$ cat src/rtl/segacc_pkg.sv
package segacc_pkg;
  localparam int VA_W         = 32;
  localparam int CFG_W        = 32;
  localparam int DESC_W       = 16;
  localparam int NUM_CFG      = 3;
  localparam int NUM_SEG      = 2 * NUM_CFG;
  localparam int PA_FLD_W     = 7;
  localparam int AM_W         = 3;
  localparam int CCA_W        = 3;
  localparam int PA_SHIFT     = 29;
  localparam int PADDR_W      = PA_FLD_W + PA_SHIFT;
  localparam int WIDE_OFS_W   = 30;
  localparam int NARROW_OFS_W = 29;
  localparam int NUM_AM       = 1 << AM_W;

  typedef struct packed {
    logic [PA_FLD_W-1:0] pa;
    logic [1:0]          rsvd;
    logic [AM_W-1:0]     am;
    logic                eu;
    logic [CCA_W-1:0]    cca;
  } seg_desc_t;

  typedef enum logic [1:0] {
    ST_UNMAPPED = 2'b00,
    ST_TLB      = 2'b01,
    ST_ADDR_ERR = 2'b10
  } seg_status_e;

  typedef enum logic [1:0] {
    PRIV_KERNEL = 2'd0,
    PRIV_SUPER  = 2'd1,
    PRIV_USER   = 2'd2,
    PRIV_ERL    = 2'd3
  } priv_e;

  // bit n set => access mode n is in the set
  localparam logic [NUM_AM-1:0] RSVD_SET  = 8'b0100_0000;
  localparam logic [NUM_AM-1:0] K_MAP_SET = 8'b0000_1110;
  localparam logic [NUM_AM-1:0] S_ERR_SET = 8'b0100_0011;
  localparam logic [NUM_AM-1:0] S_MAP_SET = 8'b0001_1100;
  localparam logic [NUM_AM-1:0] U_ERR_SET = 8'b0110_0111;
  localparam logic [NUM_AM-1:0] U_MAP_SET = 8'b0001_1000;
endpackage

$ cat src/rtl/segacc_select.sv
module segacc_select
  import segacc_pkg::*;
(
  input  logic [NUM_CFG*CFG_W-1:0] cfg_flat,
  input  logic [2:0]               va_top,
  output seg_desc_t                desc,
  output logic                     wide
);
  // halves[2*r] = lower half of word r, halves[2*r+1] = upper half
  seg_desc_t halves [NUM_SEG];

  genvar r, h;
  generate
    for (r = 0; r < NUM_CFG; r++) begin : g_word
      for (h = 0; h < 2; h++) begin : g_half
        assign halves[2*r+h] = seg_desc_t'(cfg_flat[r*CFG_W + h*DESC_W +: DESC_W]);
      end
    end
  endgenerate

  logic [$clog2(NUM_SEG)-1:0] idx;

  always_comb begin
    if (!va_top[2]) begin
      idx = va_top[1] ? 3'd4 : 3'd5;       // word 2: lower above 1 GiB, upper below
    end else begin
      unique case (va_top[1:0])
        2'b00:   idx = 3'd3;               // word 1 upper
        2'b01:   idx = 3'd2;               // word 1 lower
        2'b10:   idx = 3'd1;               // word 0 upper
        default: idx = 3'd0;               // word 0 lower
      endcase
    end
  end

  assign desc = halves[idx];
  assign wide = ~va_top[2];
endmodule

$ cat src/rtl/segacc_mode_decode.sv
module segacc_mode_decode
  import segacc_pkg::*;
(
  input  priv_e           priv,
  input  logic [AM_W-1:0] am,
  input  logic            eu,
  output seg_status_e     status
);
  logic [NUM_AM-1:0] err_set;
  logic [NUM_AM-1:0] map_set;

  always_comb begin
    unique case (priv)
      PRIV_SUPER: begin err_set = S_ERR_SET; map_set = S_MAP_SET; end
      PRIV_USER:  begin err_set = U_ERR_SET; map_set = U_MAP_SET; end
      default:    begin err_set = RSVD_SET;  map_set = K_MAP_SET; end
    endcase

    if (priv == PRIV_ERL && eu) begin
      status = ST_UNMAPPED;
    end else if (err_set[am]) begin
      status = ST_ADDR_ERR;
    end else if (map_set[am]) begin
      status = ST_TLB;
    end else begin
      status = ST_UNMAPPED;
    end
  end
endmodule

$ cat src/rtl/segacc_phys.sv
module segacc_phys
  import segacc_pkg::*;
(
  input  logic [PA_FLD_W-1:0]   pa,
  input  logic [WIDE_OFS_W-1:0] va_ofs,
  input  logic                  wide,
  output logic [PADDR_W-1:0]    paddr
);
  localparam logic [PADDR_W-1:0] WIDE_MASK   = {{(PADDR_W-WIDE_OFS_W){1'b0}},   {WIDE_OFS_W{1'b1}}};
  localparam logic [PADDR_W-1:0] NARROW_MASK = {{(PADDR_W-NARROW_OFS_W){1'b0}}, {NARROW_OFS_W{1'b1}}};

  logic [PADDR_W-1:0] ofs_mask;
  logic [PADDR_W-1:0] base;
  logic [PADDR_W-1:0] ofs_ext;

  assign ofs_mask = wide ? WIDE_MASK : NARROW_MASK;
  assign base     = {pa, {PA_SHIFT{1'b0}}};
  assign ofs_ext  = {{(PADDR_W-WIDE_OFS_W){1'b0}}, va_ofs};
  assign paddr    = (base & ~ofs_mask) | (ofs_ext & ofs_mask);
endmodule

$ cat src/rtl/segacc_classifier.sv
module segacc_classifier
  import segacc_pkg::*;
(
  input  logic               clk,
  input  logic               rst,
  input  logic               req_valid,
  input  logic [VA_W-1:0]    req_vaddr,
  input  logic [1:0]         req_priv,
  input  logic [CFG_W-1:0]   seg_cfg0,
  input  logic [CFG_W-1:0]   seg_cfg1,
  input  logic [CFG_W-1:0]   seg_cfg2,
  output logic               rsp_valid,
  output logic [1:0]         rsp_status,
  output logic [PADDR_W-1:0] rsp_paddr,
  output logic               rsp_rd_ok,
  output logic               rsp_wr_ok,
  output logic [CCA_W-1:0]   rsp_cca,
  output logic               tlb_req
);
  seg_desc_t          sel_desc;
  logic               sel_wide;
  seg_status_e        cur_status;
  logic [PADDR_W-1:0] cur_paddr;
  logic               unused_rsvd;

  assign unused_rsvd = ^sel_desc.rsvd;

  segacc_select u_select (
    .cfg_flat (  {seg_cfg2, seg_cfg1, seg_cfg0}),
    .va_top   (req_vaddr[VA_W-1:VA_W-3]),
    .desc     (sel_desc),
    .wide     (sel_wide)
  );

  segacc_mode_decode u_decode (
    .priv   (priv_e'(req_priv)),
    .am     (sel_desc.am),
    .eu     (sel_desc.eu),
    .status (cur_status)
  );

  segacc_phys u_phys (
    .pa     (sel_desc.pa),
    .va_ofs (req_vaddr[WIDE_OFS_W-1:0]),
    .wide   (sel_wide),
    .paddr  (cur_paddr)
  );

  always_ff @(posedge clk) begin
    if (rst) begin
      rsp_valid  <= 1'b0;
      rsp_status <= ST_UNMAPPED;
      rsp_paddr  <= '0;
      rsp_rd_ok  <= 1'b0;
      rsp_wr_ok  <= 1'b0;
      rsp_cca    <= '0;
      tlb_req    <= 1'b0;
    end else begin
      rsp_valid <= req_valid;
      tlb_req   <= req_valid && (cur_status == ST_TLB);
      if (req_valid) begin
        rsp_status <= cur_status;
        rsp_paddr  <= (cur_status == ST_UNMAPPED) ? cur_paddr : '0;
        rsp_rd_ok  <= (cur_status == ST_UNMAPPED);
        rsp_wr_ok  <= (cur_status == ST_UNMAPPED);
        rsp_cca    <= sel_desc.cca;
      end
    end
  end
endmodule

$ cat config.mk
export PLATFORM = sky130hd
export DESIGN_NAME = segacc_classifier
export DESIGN_NICKNAME = d
export VERILOG_FILES = /design/src/rtl/segacc_pkg.sv /design/src/rtl/segacc_select.sv /design/src/rtl/segacc_mode_decode.sv /design/src/rtl/segacc_phys.sv /design/src/rtl/segacc_classifier.sv
export SDC_FILE = /design/constraint.sdc
export NUM_CORES = 1
export LEC_CHECK = 0
export BUFFER_PORTS_ARGS = -buffer_cell sky130_fd_sc_hd__buf_2
export CAP_MARGIN = 30
export CELL_PAD_IN_SITES_DETAIL_PLACEMENT = 1
export CELL_PAD_IN_SITES_GLOBAL_PLACEMENT = 2
export CORE_UTILIZATION = 23
export DETAILED_ROUTE_END_ITERATION = 12
export GPL_TIMING_DRIVEN = 0
export PLACE_DENSITY = 0.86
export SLEW_MARGIN = 25
export SYNTH_ARGS = -nofsm -noshare
export SYNTH_HDL_FRONTEND = slang
export SYNTH_HIERARCHICAL = 1
export SYNTH_SLANG_ARGS = --single-unit
$ cat constraint.sdc
create_clock -name clk -period 2.96 [get_ports clk]
set_clock_uncertainty 0.15 [all_clocks]
set_input_delay 0.592 -clock clk [delete_from_list [all_inputs] [get_ports clk]]
set_output_delay 0.592 -clock clk [all_outputs]
set_load 0.02 [all_outputs]
==> results by group, run 1 <==
STA
  • Fin crit share: 0.9602
  • Max Slew Vio Count: 0
  • Fmax: 351.8 MHz
  • Measured slew at the worst slew-check pin: 0.5391 ns
  • Final hold violation count: 0
  • # setup viols final: 0
  • Min cycle time layout: 2.842 ns
  • Worst hold margin: 0.3184 ns
  • Relative slew slack: 0.6406

Synthesis
  • Count of mapped cells out of synthesis: 289
  • Post-Syn Nets: 424
  • Synthesized cell area: 0.003010 mm²
  • Mean Syn Cell Area: 10.42 µm²
  • Warnings from Yosys: 6

Cells and area
  • Layout net count: 570
  • Synthesis-to-layout area growth: 39.57%
  • Antenna fix cells: 0
  • Final Util: 0.3316
  • Share of post-route cells with drive strength above 1: 0.5596
  • # fillers: 1501
  • Fin cells: 608

Route
  • Total wire length: 9435 µm
  • Routed vias/inst: 4.452
  • Vias after detailed routing: 2707
  • Residual DRC: 0
  • Routed Antenna Nets: 0
  • Initial DRC count: 88
  • Pre-Repair DR Iteration Count: 4
  • Post-DR wirelength/cell: 15.52 µm

Placed design
  • I/O Buffers: 132
  • Placer Congestion: 0.8033
  • Placed Cells incl. Taps: 593
  • HPWL after detailed placement: 7663 µm

Power and ir drop
  • P_sw: 0.0005361 W
  • Pleak: 1.876 nW
  • Pwr/cell area: 455.3 mW/mm²
  • Net Sw Frac: 0.2803
  • Peak supply drop: 0.0002053 V
  • Clock power share: 0.333
  • Combinational fraction of design power: 0.322
  • Pint: 0.001377 W
  • Seq pwr share: 0.345

Global route
  • Total GRT Usage: 0.1381
  • First-pass GRT wire length: 14370 µm
  • Initial antenna violation count: 0
  • Vias in the first global route: 2903
  • GR Overflow Total: 0
  • Pin count of the biggest net entering global routing: 15

Critical path
  • Arrival @ worst endpoint: 2.84 ns
  • CP Max Fanout: 10
  • RR Startpoint: rsp_rd_ok
  • Critical Path RT: 2.96 ns
  • CP startpoint kind: input pin
  • Critical Path Start: req_vaddr[29]
  • CP Capture Type: register
  • Critical path type: input pin to register

Outcome
  • Status: completed

Die
  • Row cnt: 41
  • IO Pins: 178
  • Core area: 0.01267 mm²
  • Die width: 116.4 µm
  • Die Span Y: 116.4 µm
  • Die area: 0.01355 mm²
  • Initial Util: 0.2376

Clock network
  • Later-pin clock latency in the skew report: 0.29 ns
  • Worst-path clk slew: 0.06 ns
  • Sinks on Clock Net: 44
  • CTS tree: built
  • Clock H-tree levels: 2
  • Max clock buf depth: 2
  • Inserted Clock Buffers: 5
  • Root buf cell: clkbuf_16
  • Post-CTS Hold Fix Bufs: 0

Worst hold path
  • Worst hold path startpoint: rsp_paddr[34]
  • HP Class: register to register

Job
  • Max-Cap Viols: 0
-- worst paths after layout --
kind                   end  slack (ns)  cells past startpoint
max           rsp_paddr[5]        0.12                     10
min          rsp_paddr[34]        0.32                      2
min reg2reg  rsp_paddr[34]        0.32                      2
max reg2reg      rsp_rd_ok        2.17                      2
-- timing repair --
item                                    CTS  global route
resized for setup                        10            15
setup buffers                             4             3
pin swaps                                 1             1
endpoints found under the setup margin   33            36
-- registers in the layout, summed over array words and instances (netlist names) --
name	flops
rsp_paddr	36
rsp_cca	3
rsp_status	2
rsp_rd_ok	1
rsp_valid	1
tlb_req	1
-- through the flow --
step	setup TNS, ns	setup WS, ns	instance area [µm²]	power (W)
finish	0	0.1177	4202	0.001913
global route	-0.05391	-0.02427	4202	0.002008
CTS	0	0.03463	4140	0.001930
detailed placement	-17.09	-0.5595	3900	0.001255
global placement	-15.04	-0.4719	3900	0.001238
floorplan	0	0.02478	3024	0.001064
-- power by group through the flow --
| stage | clock (W) | combinational [W] | sequential (W) |
|---|---|---|---|
| after floorplan | 0 | 0.000339 | 0.000725 |
| after global placement | 0 | 0.000567 | 0.000671 |
| after detailed placement | 0 | 0.000581 | 0.000674 |
| after CTS | 0.000663 | 0.000607 | 0.000660 |
| after global routing | 0.000674 | 0.000670 | 0.000664 |
| final | 0.000638 | 0.000615 | 0.000660 |
-- per-layer routing --
| metal | vias to the layer above | GRT usage | share of wire |
|---|---|---|---|
| met3 | 5 | 0.03114 | 0.072 |
| met2 | 125 | 0.2718 | 0.53 |
| met1 | 1275 | 0.1468 | 0.39 |
| li1 | 1302 | - | - |
| met4 | 0 | 0.03333 | 0.0077 |
| met5 | - | 0 | 0 |
-- layout make-up --
cell class / count / area, µm² / area share
multi-input combinational: 177 / 1752 / 0.4169
timing repair buffer: 139 / 713.2 / 0.1697
inverter: 3 / 11.26 / 0.002680
clock inverter: 3 / 42.54 / 0.01013
buffer: 65 / 461.7 / 0.1099
clock buffer: 5 / 125.1 / 0.02978
sequential: 44 / 880.8 / 0.2096
tap: 172 / 215.2 / 0.05122
-- critical path, stage by stage --
cell and delay [ns]:
buf_2 0.10, buf_6 0.13, buf_12 0.11, mux4_2 0.48
mux2_4 0.31, or3_4 0.35, a32oi_4 0.29, clkbuf_4 0.26
nand4bb_1 0.14, a21oi_1 0.08
-- cells in the final DEF (no fill, tap or decap), drive strengths merged --
cell type  count
and3b          1
a32oi          1
clkbuf        21
inv            3
nand4bb       36
a21oi         38
nor2           5
mux2i          5
o211ai         1
o21ai          1
mux2          29
nand2b        38
or3b           1
nand4b         1
bufinv         1
nor2b          1
buf          188
dfxtp         44
nor4b          1
ha             2
a2bb2oi        1
mux4          14
clkinvlp       1
or3            1
clkinv         1
Power figures use the tool's default switching activity.
==> inputs of run 2 (changes only) <==
Settings changed: CORE_UTILIZATION 23 to 27, PLACE_DENSITY 0.86 to 0.94.
Clock period 2.96 ns to 3.3 ns, I/O delays scaled along.
==> run 2 against run 1 <==
Compared with the run above: worst hold slack improved by 0.0041 ns; utilization rose by 3.4 points; largest power group unchanged; count of clock-buffer cells in the layout increased by 1; sequential power shrank 10%; flip-flop and latch count did not move; via count down 2.2%; first-iteration DRC count fell by 22%; critical path type unchanged; power fell by 23%; routed wire length decreased by 2.9%; cell area down 5.7%; largest cell class unchanged; global-route usage grew 2.2 points.
==> results by group, run 2 (synthesized netlist as in run 1, its figures left out) <==
Clock network
  • Inserted Clock Buffers: 5 (unchanged)
  • Worst-path clk slew: 0.09 ns (+0.03 ns)
  • Root buf cell: clkbuf_8
  • Sinks on Clock Net: 44 (unchanged)
  • Clock H-tree levels: 2 (unchanged)
  • Post-CTS Hold Fix Bufs: 0 (unchanged)
  • Later-pin clock latency in the skew report: 0.31 ns (+0.02 ns)
  • Max clock buf depth: 2 (unchanged)
  • CTS tree: built

STA
  • Fin crit share: 0.9440
  • Worst hold margin: 0.3225 ns (+0.004119 ns)
  • Measured slew at the worst slew-check pin: 0.4989 ns (-0.04017 ns)
  • # setup viols final: 0 (unchanged)
  • Final hold violation count: 0 (unchanged)
  • Fmax: 321.0 MHz
  • Relative slew slack: 0.6674 (+0.02678)
  • RSZ-0062 raised after global routing: no
  • Min cycle time layout: 3.115 ns
  • TNS Setup: 0 ns (unchanged)
  • Max Slew Vio Count: 0 (unchanged)

Cells and area
  • Number of flip-flops in the largest register: 36 (unchanged)
  • Layout net count: 562 (-1.4%)
  • Commonest cells after routing, fill and taps aside: 139 x buf_2, 44 x dfxtp_1, 38 x nand2b_1, 38 x a21oi_1, 37 x buf_4
  • Top Registers: rsp_paddr x36, rsp_cca x3, rsp_status x2
  • Share of post-route cells with drive strength above 1: 0.5421 (-0.01758)
  • Commonest non-fill, non-tap cell in the layout: buf_2
  • Synthesis-to-layout area growth: 31.59%
  • Top reg by flops: rsp_paddr
  • Antenna fix cells: 0 (unchanged)

Critical path
  • Worst stage delay on the critical path: 0.50 ns (+0.02 ns)
  • CP bufs+invs: 4 (unchanged)
  • CP startpoint kind: input pin
  • Crit path max-delay family: multiplexers
  • Critical-path cell list: buf_2 > buf_6 > buf_12 > mux4_2 > mux2_4 > or3_1 > a32oi_1 > clkbuf_2 > nand4bb_1 > a21oi_1
  • Slowest library cell on the worst path: mux4_2
  • Critical path type: input pin to register
  • CP Max Fanout: 10 (unchanged)
  • Arrival @ worst endpoint: 3.15 ns (+0.31 ns)
  • Critical Path RT: 3.34 ns (+0.38 ns)
  • CP Capture Type: register

Die
  • IO Pins: 178 (unchanged)
  • Die width: 107.6 µm (-7.6%)
  • Die Span Y: 107.6 µm (-7.6%)
  • Core area: 0.01084 mm² (-14%)
  • Die area: 0.01158 mm² (-15%)
  • Row cnt: 38 (-7.3%)
  • Initial Util: 0.2777 (+0.04012)

Worst hold path
  • HP Class: register to register

Route
  • Pre-Repair DR Iteration Count: 3 (-1)
  • Routed Antenna Nets: 0 (unchanged)
  • Initial DRC count: 69 (-22%)
  • Post-DR wirelength/cell: 16.13 µm (+4.0%)
  • Routed vias/inst: 4.662 (+4.7%)
  • Total wire length: 9163 µm (-2.9%)
  • Vias after detailed routing: 2648 (-2.2%)
  • Residual DRC: 0 (unchanged)

Power and ir drop
  • Peak supply drop: 0.0001317 V (-36%)
  • Power, Total: 0.001473 W (-23%)
  • Pleak: 1.773 nW (-5.5%)
  • Pwr/cell area: 371.9 mW/mm² (-18%)

Global route
  • GR Overflow Total: 0 (unchanged)
  • Pin count of the biggest net entering global routing: 20 (+5)
  • Total GRT Usage: 0.1598 (+0.02171)
  • Vias in the first global route: 2885 (-0.62%)
  • Initial antenna violation count: 0 (unchanged)
  • First-pass GRT wire length: 14220 µm (-1.1%)

Outcome
  • Status: completed

Placed design
  • I/O Buffers: 132 (unchanged)
  • HPWL after detailed placement: 7463 µm (-2.6%)
  • Placer Congestion: 0.7594 (-5.5%)

Job
  • Max-Cap Viols: 0 (unchanged)
[run 2: cell count changes in the layout (fill, tap and decap cells not counted), moves of 2 or more]
| cell | delta |
|---|---|
| clkbuf_2 | +3 |
| clkbuf_8 | +5 |
| buf_4 | -7 |
| clkbuf_16 | -5 |
| clkbuf_4 | -2 |
| buf_8 | -2 |
| clkbuf_1 | +2 |
[run 2: power by group]
group / leakage, nW / switching (W) / internal (W)
sequential: 0.360 / 0.0000199 / 0.000571
clock: 0.0434 / 0.000202 / 0.000170
combinational: 1.37 / 0.000236 / 0.000275
total: 1.77 / 0.000458 / 0.00102
[run 2: layer usage]
layer	GRT usage	vias to the layer above	part of all wire
met5	0	-	0
met4	0.04795	0	0.012
met3	0.03087	10	0.065
met2	0.3027	116	0.53
met1	0.1781	1236	0.39
li1	-	1286	-
[run 2: metrics by stage]
| stage | instance area (µm²) | util | setup slack, ns | std cells |
|---|---|---|---|---|
| 6_report | 3961 | 0.3654 | 0.1848 | 568 |
| 3_5_place_dp | 3846 | 0.3548 | -0.5924 | 561 |
| 3_3_place_gp | 3846 | 0.3548 | -0.5125 | 561 |
| 4_1_cts | 3944 | 0.3638 | 0.04194 | 568 |
| 5_1_grt | 3961 | 0.3654 | 0.05656 | 568 |
| 2_1_floorplan | 3010 | - | 0.1220 | 289 |
[run 2: cell type report]
cell class                 count  area [µm²]
fill                        1314        6879
clock inverter                 2       15.01
inverter                       3       11.26
clock buffer                   6       82.58
tap                          140       175.2
multi-input combinational    177        1715
timing repair buffer         132       660.6
sequential                    44       880.8
buffer                        64       420.4
[run 2: final timing paths]
| check | start | endpoint | slack, ns | cells past startpoint |
|---|---|---|---|---|
| worst max register to register | rsp_paddr[14] | rsp_paddr[14] | 2.50 | 2 |
| worst max-delay path | req_vaddr[29] | rsp_paddr[6] | 0.18 | 10 |
| worst min register to register | rsp_paddr[27] | rsp_paddr[27] | 0.32 | 2 |
| worst min-delay path | rsp_paddr[27] | rsp_paddr[27] | 0.32 | 2 |
[run 2: tightest hold or removal path, delay by kind of cell, from the launching register on]
family           cells  cell delay [ns]
flip-flops           1             0.32
AND/OR/NAND/NOR      1             0.06
AO/OA/AOI/OAI        1             0.06
[run 2: timing repair]
action	in CTS	in global routing
setup endpoints to repair	10	28
gates resized for setup	3	8
setup buffers	0	0
